`config.mk`:
```
export PLATFORM = sky130hd
export DESIGN_NAME = bls_gen
export DESIGN_NICKNAME = d
export VERILOG_FILES = /design/src/rtl/bls_pkg.sv /design/src/rtl/bls_cmd.sv /design/src/rtl/bls_decode.sv /design/src/rtl/bls_fsm.sv /design/src/rtl/bls_gen.sv
export SDC_FILE = /design/constraint.sdc
export NUM_CORES = 1
export LEC_CHECK = 0
export ABC_AREA = 1
export BUFFER_PORTS_ARGS = -buffer_cell sky130_fd_sc_hd__buf_2
export CELL_PAD_IN_SITES_DETAIL_PLACEMENT = 1
export CELL_PAD_IN_SITES_GLOBAL_PLACEMENT = 1
export CORE_MARGIN = 3
export CORE_UTILIZATION = 36
export DETAILED_ROUTE_END_ITERATION = 12
export HOLD_SLACK_MARGIN = 0.05
export PLACE_DENSITY_LB_ADDON = 0.1
export SLEW_MARGIN = 20
export SYNTH_ARGS = -nofsm -noshare
export SYNTH_HDL_FRONTEND = slang
export SYNTH_SLANG_ARGS = --single-unit
```
`constraint.sdc`:
```
create_clock -name clk -period 0.8 [get_ports clk]
set_input_delay 0.16 -clock clk [delete_from_list [all_inputs] [get_ports clk]]
set_output_delay 0.16 -clock clk [all_outputs]
set_load 0.01 [all_outputs]
```
`src/rtl/bls_pkg.sv`:
```
package bls_pkg;

    typedef enum logic [1:0] {
        ST_IDLE = 2'd0,
        ST_DATA = 2'd1,
        ST_RFSH = 2'd2
    } bls_state_e;

    typedef enum logic [1:0] {
        CMD_NONE = 2'd0,
        CMD_NEG  = 2'd1,
        CMD_DATA = 2'd2,
        CMD_RFSH = 2'd3
    } bls_cmd_e;

    typedef enum logic [1:0] {
        PS_64 = 2'b00,
        PS_8  = 2'b01,
        PS_16 = 2'b10,
        PS_32 = 2'b11
    } port_size_e;

endpackage

```
`src/rtl/bls_cmd.sv`:
```
// Reduces the timing-machine controls to one command; negate wins.
module bls_cmd
    import bls_pkg::*;
(
    input  logic     cmd_assert,
    input  logic     cmd_negate,
    input  logic     refresh_req,
    output bls_cmd_e cmd
);

    always_comb begin
        if (cmd_negate) begin
            cmd = CMD_NEG;
        end else if (cmd_assert && refresh_req) begin
            cmd = CMD_RFSH;
        end else if (cmd_assert) begin
            cmd = CMD_DATA;
        end else begin
            cmd = CMD_NONE;
        end
    end

endmodule

```
`src/rtl/bls_decode.sv`:
```
// Lane decode from port width, transfer size and low address bits.
module bls_decode
    import bls_pkg::*;
#(
    parameter int LANES = 8
) (
    input  logic [1:0]               port_sz,
    input  logic [1:0]               xfer_sz,
    input  logic [$clog2(LANES)-1:0] addr_lo,
    output logic [LANES-1:0]         lane_en,
    output logic                     mis
);

    localparam int OFF_W = $clog2(LANES);
    localparam int CNT_W = OFF_W + 2;

    logic [CNT_W-1:0] width_b;
    logic [CNT_W-1:0] offset_b;
    logic [CNT_W-1:0] size_b;
    logic [CNT_W-1:0] end_b;

    // Port width in bytes.
    always_comb begin
        unique case (port_size_e'(port_sz))
            PS_64:   width_b = CNT_W'(LANES);
            PS_8:    width_b = CNT_W'(1);
            PS_16:   width_b = CNT_W'(2);
            PS_32:   width_b = CNT_W'(4);
            default: width_b = CNT_W'(LANES);
        endcase
    end

    always_comb begin
        // The offset wraps modulo the port width.
        offset_b = CNT_W'(addr_lo) & (width_b - CNT_W'(1));
        // The transfer size is a power of two in bytes.
        size_b   = CNT_W'(1) << xfer_sz;
        end_b    = offset_b + size_b;
        // Crossing the port boundary raises the flag.
        mis      = end_b > width_b;
    end

    // One comparator set per lane; bit i is lane i, counted from the MSB byte.
    for (genvar i = 0; i < LANES; i++) begin : g_lane
        assign lane_en[i] = (CNT_W'(i) >= offset_b) &&
                            (CNT_W'(i) <  end_b)    &&
                            (CNT_W'(i) <  width_b);
    end

endmodule

```
`src/rtl/bls_fsm.sv`:
```
// State register and registered strobe outputs.
module bls_fsm
    import bls_pkg::*;
#(
    parameter int LANES = 8
) (
    input  logic             clk,
    input  logic             rst_n,
    input  bls_cmd_e         cmd,
    input  logic [LANES-1:0] lane_en,
    input  logic             mis,
    output bls_state_e       st,
    output logic [LANES-1:0] bs_n,
    output logic             misalign
);

    localparam logic [LANES-1:0] ALL_NEG = '1;
    localparam logic [LANES-1:0] ALL_ACT = '0;

    bls_state_e st_nxt;

    always_comb begin
        unique case (cmd)
            CMD_NEG:  st_nxt = ST_IDLE;   // GO_IDLE
            CMD_DATA: st_nxt = ST_DATA;   // GO_DATA
            CMD_RFSH: st_nxt = ST_RFSH;   // GO_RFSH
            CMD_NONE: st_nxt = st;        // STAY
            default:  st_nxt = st;
        endcase
    end

    // State register.
    always_ff @(posedge clk or negedge rst_n) begin
        if (!rst_n) begin
            st <= ST_IDLE;
        end else begin
            st <= st_nxt;
        end
    end

    // Output register: it changes only on a command.
    always_ff @(posedge clk or negedge rst_n) begin
        if (!rst_n) begin
            bs_n     <= ALL_NEG;
            misalign <= 1'b0;
        end else begin
            unique case (cmd)
                CMD_NEG: begin
                    bs_n     <= ALL_NEG;
                    misalign <= 1'b0;
                end
                CMD_RFSH: begin
                    bs_n     <= ALL_ACT;
                    misalign <= 1'b0;
                end
                CMD_DATA: begin
                    bs_n     <= ~lane_en;
                    misalign <= mis;
                end
                CMD_NONE: begin
                    bs_n     <= bs_n;
                    misalign <= misalign;
                end
                default: begin
                    bs_n     <= bs_n;
                    misalign <= misalign;
                end
            endcase
        end
    end

endmodule

```
`src/rtl/bls_gen.sv`:
```
module bls_gen
    import bls_pkg::*;
#(
    parameter int LANES = 8
) (
    input  logic                     clk,
    input  logic                     rst_n,
    input  logic [1:0]               port_sz,
    input  logic [1:0]               xfer_sz,
    input  logic [$clog2(LANES)-1:0] addr_lo,
    input  logic                     cmd_assert,
    input  logic                     cmd_negate,
    input  logic                     refresh_req,
    output logic [LANES-1:0]         bs_n,
    output logic                     misalign
);

    bls_cmd_e         cmd;
    logic [LANES-1:0] lane_en;
    logic             mis;
    bls_state_e       st;

    bls_cmd u_cmd (
        .cmd_assert  (cmd_assert),
        .cmd_negate  (cmd_negate),
        .refresh_req (refresh_req),
        .cmd         (cmd)
    );

    bls_decode #(.LANES(LANES)) u_dec (
        .port_sz (port_sz),
        .xfer_sz (xfer_sz),
        .addr_lo (addr_lo),
        .lane_en (lane_en),
        .mis     (mis)
    );

    bls_fsm #(.LANES(LANES)) u_fsm (
        .clk      (clk),
        .rst_n    (rst_n),
        .cmd      (cmd),
        .lane_en  (lane_en),
        .mis      (mis),
        .st       (st),
        .bs_n     (bs_n),
        .misalign (misalign)
    );

endmodule

```
==> results.yml, run 1 <==
die:
  initial_core_util_pct: 38.6
  die_h_um: 55.1
  rows: 17
  ios: 21
  core_area_mm2: 0.00225
  dieArea_mm2: 0.00304
  die_w_um: 55.1
synth:
  syn_inst: 132
  synth_nets: 155
  yosys-top-cells-area: "dfstp_2 24%, nand2_1 19%, ha_1 14%, inv_1 9.5%, a21oi_1 6.3%"
  synthTopCellsByCount: "43 x nand2_1, 22 x inv_1, 12 x nor2_1, 11 x a21oi_1, 10 x ha_1"
  ys_types: 22
  ys_seq_area_share_pct: 27.1
  avgSynthCellArea_um2: 6.59
  synth_seq_cells: 9
  yosysTopAreaCell: "dfstp_2"
  synth_edf_count: 0
  ys_warn_count: 0
  syn-cell-area_um2: 870
  yosysMostFrequentCell: "nand2_1"
  yosysTopAreaCellShare_pct: 24.2
  synth_flop_cell: "dfstp_2"
  async_flop_share_pct: 100
sta:
  fmax_ghz: 0.480
  slew_headroom_pct: 74.7
  grt_setup_unrepaired: "true"
  finalCriticalPeriod_ns: 2.08
  tns_ns: -12.38
  fin_ws_ns: -1.28
  hold_viol: 0
  skew_ns: 0
  hold-worst-slack_ns: 0.171
  worst_slew_pin_slew_ns: 0.378
  slew_viol_final: 0
  setup_viol: 18
  period_share_pct: 260
drt:
  wl_per_cell_um: 21.7
  drtAntennaViolNets: 0
  viasPerCell: 5.54
  first_pass_iters: 4
  drt-initial-drc-count: 47
  drcViolationCount: 0
  route.final.wire_length_mm: 4.68
  routed-via-count: 1191
clock_tree:
  clock-sinks: 9
  clockBufferDepth: 2
  root_buffer: "clkbuf_4"
  cts_buffers: 3
  clk_latency_ns: 0.27
  htreeDepth: 1
  path_clk_slew_ns: 0.07
  cts_tree: "yes"
power_and_ir_drop:
  swShare_pct: 40.8
  leakagePower_nw: 0.788
  clockPowerShare_pct: 18.7
  combPwrFrac_pct: 55.0
  seqPwrFrac_pct: 26.4
  ir_worst_vdd_v: 0.000978
  p_sw_mw: 0.844
  p_int_mw: 1.22
  p_total_mw: 2.07
  power_density_mw_per_mm2: 1310
grt:
  overflow: 0
  grtUsageTotal_pct: 24.7
  antenna_found_initial: 0
  grt_pass1_vias: 1174
  grt_pass1_wl_mm: 5.38
  grt_max_degree: 11
final_layout:
  n_antenna_cell: 0
  final_nets: 211
  area_growth_pct: 82.2
  drive_gt1_share_pct: 57.8
placed_design:
  port_buffers: 20
  gp_congestion: 0.815
  dpl.hpwl_mm: 1.98
worst_setup_path:
  reg2reg_from: "u_fsm.bs_n[0]$_DFFE_PN1P_"
  endpoint: "u_fsm.misalign$_DFFE_PN0P_"
  critPathLaunchType: "primary input"
  r2r_slack_ns: 0
  worst-setup-path-type: "in2reg"
  r2r_cells: 2
  cp-startpoint: "port_sz[0]"
  worstPathRequired_ns: 1.02
  worstPathArrival_ns: 2.30
  cp-end-kind: "register"
  path_max_fanout: 3
  r2r_end: "u_fsm.bs_n[0]$_DFFE_PN1P_"
min_path:
  hp-class: "in2reg"
run:
  maxCapViolations: 0
run_status:
  violations: "setup timing"
  status: "complete, but fails checks"
==> area by class of cell <==
type	count	area (um^2)
Multi-Input combinational cell	98	723
Timing Repair Buffer	52	442
Fill cell	256	671
Tap cell	28	35.0
Inverter	24	123
Sequential cell	9	235
Clock buffer	4	26.3
==> critical path: stages <==
cell and delay, ns:
buf_12 0.12, ha_4 0.16, nor2_4 0.13, ha_4 0.16, fa_2 0.49, ha_4 0.32
inv_2 0.04, o21bai_1 0.15, nand2_1 0.08, nand2_1 0.07, nand2_1 0.06, nand2_1 0.07
nand2_2 0.07, nand2_1 0.07, nand2_1 0.07, nand2_1 0.08
==> power groups by stage <==
stage	registers, mW	logic (mW)	clock network [mW]
5_1_grt	0.548	1.20	0.410
3_3_place_gp	0.535	0.676	0
2_1_floorplan	0.557	0.407	0
4_1_cts	0.539	0.847	0.370
3_5_place_dp	0.537	0.700	0
6_report	0.545	1.14	0.387
==> layer usage <==
| metal | global-route usage [%] | wire, um |
|---|---|---|
| met3 | 5.09 | 276 |
| met4 | 2.83 | 204 |
| met1 | 29.4 | 1830 |
| met5 | 0 | 0 |
| met2 | 46.5 | 2360 |
==> stage by stage <==
| step | area, um^2 | instances | util, % | setup WS (ns) |
|---|---|---|---|---|
| floorplan | 981 | 132 | - | -1.17 |
| CTS | 1450 | 206 | 64.2 | -1.10 |
| global route | 1580 | 215 | 70.3 | -1.39 |
| global placement | 1240 | 196 | 55.0 | -1.49 |
| detailed placement | 1240 | 196 | 55.0 | -1.57 |
| finish | 1580 | 215 | 70.3 | -1.28 |
==> state kept, by name, indices dropped and copies added, names as in the netlist <==
| register | flops |
|---|---|
| u_fsm.misalign | 1 |
| u_fsm.bs_n | 8 |
==> layout by cell type, fill, tap and decap left out, drive strengths merged <==
cell	Yosys	routed
a21oi	11	11
buf	0	51
clkbuf	1	4
clkinv	1	1
dfrtp	1	1
dfstp	8	8
dlygate4sd3	0	1
fa	1	1
ha	10	10
inv	23	23
nand2	45	45
nand3	6	6
nand4	2	2
nor2	13	13
nor3	2	2
o21ai	6	6
o21bai	1	1
or2	1	1
==> timing repair <==
action	in CTS	in global routing
endpoints found under the setup margin	18	18
pin swaps	17	14
hold buffers	1	0
endpoints found under the hold margin	9	0
resized for setup	32	21
setup buffers	6	9
==> kinds of logic (layout without fill, tap and decap cells) <==
kind of cell / after synthesis / in the layout / share of synthesized area (%)
AND/OR/NAND/NOR: 69 / 69 / 32.7
AO/OA/AOI/OAI: 18 / 18 / 12.8
adder cells (fa/ha/maj): 11 / 11 / 16.7
buffers and inverters: 25 / 80 / 10.8
flip-flops: 9 / 9 / 27.0
==> worst min-delay path by stage <==
stage / endpoint / cells past startpoint / start
final: u_fsm.misalign$_DFFE_PN0P_ / 4 / cmd_assert
after global placement: u_fsm.misalign$_DFFE_PN0P_ / 1 / rst_n
after CTS: u_fsm.misalign$_DFFE_PN0P_ / 4 / cmd_assert
after detailed placement: u_fsm.misalign$_DFFE_PN0P_ / 1 / rst_n
after global routing: u_fsm.misalign$_DFFE_PN0P_ / 4 / cmd_assert
after floorplan: u_fsm.misalign$_DFFE_PN0P_ / 0 / rst_n
No activity file was read; power rests on OpenSTA's default activity.
==> inputs of run 2 (changes only) <==
BUFFER_PORTS_ARGS = unset   (was -buffer_cell sky130_fd_sc_hd__buf_2)
CORE_UTILIZATION = 42   (was 36)
DONT_BUFFER_PORTS = 1   (was unset)
==> run 2 against run 1 <==
Net effect: the run now fails in 5_1_grt; synthesized cell count unchanged; area after synthesis did not move.
==> results.yml, run 2 <==
run_status:
  status: "aborted with a tool error"
  failed_stage: "5_1_grt"
  firstError: "[ERROR DPL-0033] detailed placement checks failed during check placement."
die:
  die_h_um: 51.5
  die_w_um: 51.5
  rows: 15
  ios: 21
  initial_core_util_pct: 47.3
clock_tree:
  cts_buffers: 3
  root_buffer: "clkbuf_4"
  clockBufferDepth: 2
  clock-sinks: 9
  htreeDepth: 1
grt:
  antenna_found_initial: 0
  grt_max_degree: 11
sta:
  endpoint_type: "sequential cell input"
  crit_endpoint: "u_fsm.misalign$_DFFE_PN0P_/D"
placed_design:
  place_area_mm2: 0.00115
  gp_congestion: 0.857
  dpl.hpwl_mm: 2.36
  port_buffers: 0
synth:
  yosysTopAreaCell: "dfstp_2"
  synth_seq_cells: 9
  yosysMostFrequentCell: "nand2_1"
  synth_edf_count: 0
  syn-cell-area_um2: 870
  synth_flop_cell: "dfstp_2"
  ys_warn_count: 0
  async_flop_share_pct: 100
  yosys-top-cells-area: "dfstp_2 24%, nand2_1 19%, ha_1 14%, inv_1 9.5%, a21oi_1 6.3%"
  syn_inst: 132
  synthTopCellsByCount: "43 x nand2_1, 22 x inv_1, 12 x nor2_1, 11 x a21oi_1, 10 x ha_1"
  avgSynthCellArea_um2: 6.59
  ys_types: 22
  yosysTopAreaCellShare_pct: 24.2
  ys_seq_area_share_pct: 27.1
  synth_nets: 155
[run 2: cells by family after synthesis]
group,Yosys count,share of synthesized area [%]
compound gates,18,12.8
fa+ha+maj,11,16.7
buf+inv,25,10.8
flops,9,27.0
simple gates,69,32.7
[run 2: repair_timing]
| item | CTS |
|---|---|
| pin swaps | 20 |
| buffers inserted | 5 |
| setup endpoints to repair | 18 |
| resized for setup | 19 |
| endpoints found under the hold margin | 18 |
| hold buffers | 2 |
[run 2: metrics by stage]
stage / std cells / TNS, ns / setup WS, ns
4_1_cts: 184 / -8.07 / -0.956
2_1_floorplan: 132 / -7.21 / -1.17
3_3_place_gp: 173 / -8.33 / -1.19
3_5_place_dp: 173 / -9.02 / -1.29
==> inputs of run 3 (changes only) <==
CELL_PAD_IN_SITES_DETAIL_PLACEMENT = unset   (was 1)
CELL_PAD_IN_SITES_GLOBAL_PLACEMENT = unset   (was 1)
CORE_AREA = 3 3 64 66   (was unset)
CORE_MARGIN = unset   (was 3)
CORE_UTILIZATION = unset   (was 42)
DIE_AREA = 0 0 67 69   (was unset)
HOLD_SLACK_MARGIN = unset   (was 0.05)
PLACE_DENSITY_LB_ADDON = 0.15   (was 0.1)
==> run 3 against run 2 <==
Net effect: the flow now finishes, with violations (setup timing).
==> results.yml, run 3 (synthesis results as in run 1) <==
sta:
  hold_viol: 0
  fmax_ghz: 0.569
  worst_slew_pin_slew_ns: 0.394
  skew_ns: 0
  slew_viol_final: 0
  period_share_pct: 220
  tns_ns: -7.25
  setup_viol: 17
  grt_setup_unrepaired: "true"
  fin_ws_ns: -0.958
  finalCriticalPeriod_ns: 1.76
  slew_headroom_pct: 73.6
  hold-worst-slack_ns: 0.0343
drt:
  first_pass_iters: 4
  wl_per_cell_um: 10.5
  route.final.wire_length_mm: 2.17
  met2_length_mm: 1.14
  highest_layer: "met4"
  drt-met1-wl_um: 897
  routed-via-count: 851
  drtAntennaViolNets: 0
  drt-initial-drc-count: 14
  met3_length_um: 124
  viasPerCell: 4.13
  drcViolationCount: 0
final_layout:
  layout_common_cells: "38 x nand2_1, 21 x buf_4, 10 x inv_1, 10 x nor2_1, 10 x a21oi_1"
  largestRegisters: "u_fsm.bs_n: 8 flops, u_fsm.misalign: 1 flops"
  final_nets: 182
  layout_commonest_cell: "nand2_1"
  design_area_mm2: 0.00134
  fin_util_pct: 36.9
  n_antenna_cell: 0
  area_growth_pct: 54.4
  largest_register: "u_fsm.bs_n"
  largest_reg_flops: 8
  final_cells: 206
  drive_gt1_share_pct: 45.6
die:
  die_h_um: 69
  ios: 21
  die_w_um: 67
  dieArea_mm2: 0.00462
  initial_core_util_pct: 23.9
  rows: 22
  core_area_mm2: 0.00363
placed_design:
  port_buffers: 0
  dpl.hpwl_mm: 1.78
  pre_cts_ws_ns: -1.26
  placed_cells: 197
  place_area_mm2: 0.00117
  gp_congestion: 0.709
worst_setup_path:
  worst-setup-path-type: "in2reg"
  critPathLaunchType: "primary input"
  path_max_fanout: 3
  cp-end-kind: "register"
  crit_chain: "inv_12 -> ha_4 -> nor2_4 -> ha_4 -> fa_2 -> ha_4 -> inv_2 -> o21bai_1 -> nand2_1 -> nand2_1 -> nand2_1 -> nand2_1 -> nand2_1 -> nand2_1 -> nand2_1 -> nand2_1"
  worstPathArrival_ns: 1.92
  slowest_stage: "fa_2"
  worstPathRequired_ns: 0.97
  slowest_delay_ns: 0.46
  cp_common_cell: "nand2_1"
power_and_ir_drop:
  leakagePower_nw: 0.640
  swShare_pct: 32.0
  combPwrFrac_pct: 39.9
  seqPwrFrac_pct: 31.4
  power_density_mw_per_mm2: 1320
  p_sw_mw: 0.569
  p_total_mw: 1.78
  ir_worst_vdd_v: 0.000380
  clockPowerShare_pct: 28.8
  p_int_mw: 1.21
grt:
  grt_pass1_wl_mm: 3.59
  overflow: 0
  grtUsageTotal_pct: 9.75
  antenna_found_initial: 0
  grt_max_degree: 11
  grt_pass1_vias: 889
clock_tree:
  root_buffer: "clkbuf_8"
  clk_latency_ns: 0.23
  cts_buffers: 3
  clock-sinks: 9
  htreeDepth: 1
  clockBufferDepth: 2
  cts_tree: "yes"
  path_clk_slew_ns: 0.04
run_status:
  status: "complete, but fails checks"
  violations: "setup timing"
run:
  maxCapViolations: 0
min_path:
  hp-class: "in2reg"
-- run 3: layout make-up --
type	instances	area, um^2
fillers	406	2290
clock buffers	4	45.0
multi-input cells	98	701
repair buffers	23	179
inverters	24	123
flip-flops and latches	9	235
well taps	48	60.1
-- run 3: path summary, 6_finish.rpt --
kind,slack (ns),cells after the start,from,end
setup / recovery,-0.96,16,port_sz[1],u_fsm.misalign$_DFFE_PN0P_
hold / removal,0.03,2,cmd_negate,u_fsm.bs_n[6]$_DFFE_PN1P_
setup reg to reg,0.06,2,u_fsm.bs_n[0]$_DFFE_PN1P_,u_fsm.bs_n[0]$_DFFE_PN1P_
hold reg to reg,0.55,2,u_fsm.misalign$_DFFE_PN0P_,u_fsm.misalign$_DFFE_PN0P_
max in group asynchronous,0.19,1,rst_n,u_fsm.bs_n[4]$_DFFE_PN1P_
min in group asynchronous,0.29,1,rst_n,u_fsm.misalign$_DFFE_PN0P_
-- run 3: worst max-delay path: cells and delay by family --
family | cells | cell delay, ns
compound gates | 1 | 0.12
fa+ha+maj | 4 | 1.05
buf+inv | 2 | 0.04
simple gates | 9 | 0.55
-- run 3: layer usage --
metal | vias to the layer above | track usage [%]
met1 | 375 | 11.1
met4 | 0 | 4.05
met2 | 14 | 17.2
met5 | - | 0
li1 | 460 | -
met3 | 2 | 1.79
-- run 3: repair_timing --
action	in CTS	in global routing
setup endpoints to repair	18	18
endpoints found under the hold margin	9	0
setup buffers	2	3
pin swaps	18	19
resized for setup	9	17
hold buffers	1	0
-- run 3: power groups by stage --
stage                     Clock, mW  Combinational, mW  Sequential [mW]
after floorplan                   0              0.407            0.557
after global placement            0              0.573            0.563
after detailed placement          0              0.578            0.564
after CTS                     0.539              0.644            0.558
after global routing          0.559              0.803            0.561
final                         0.511              0.708            0.557
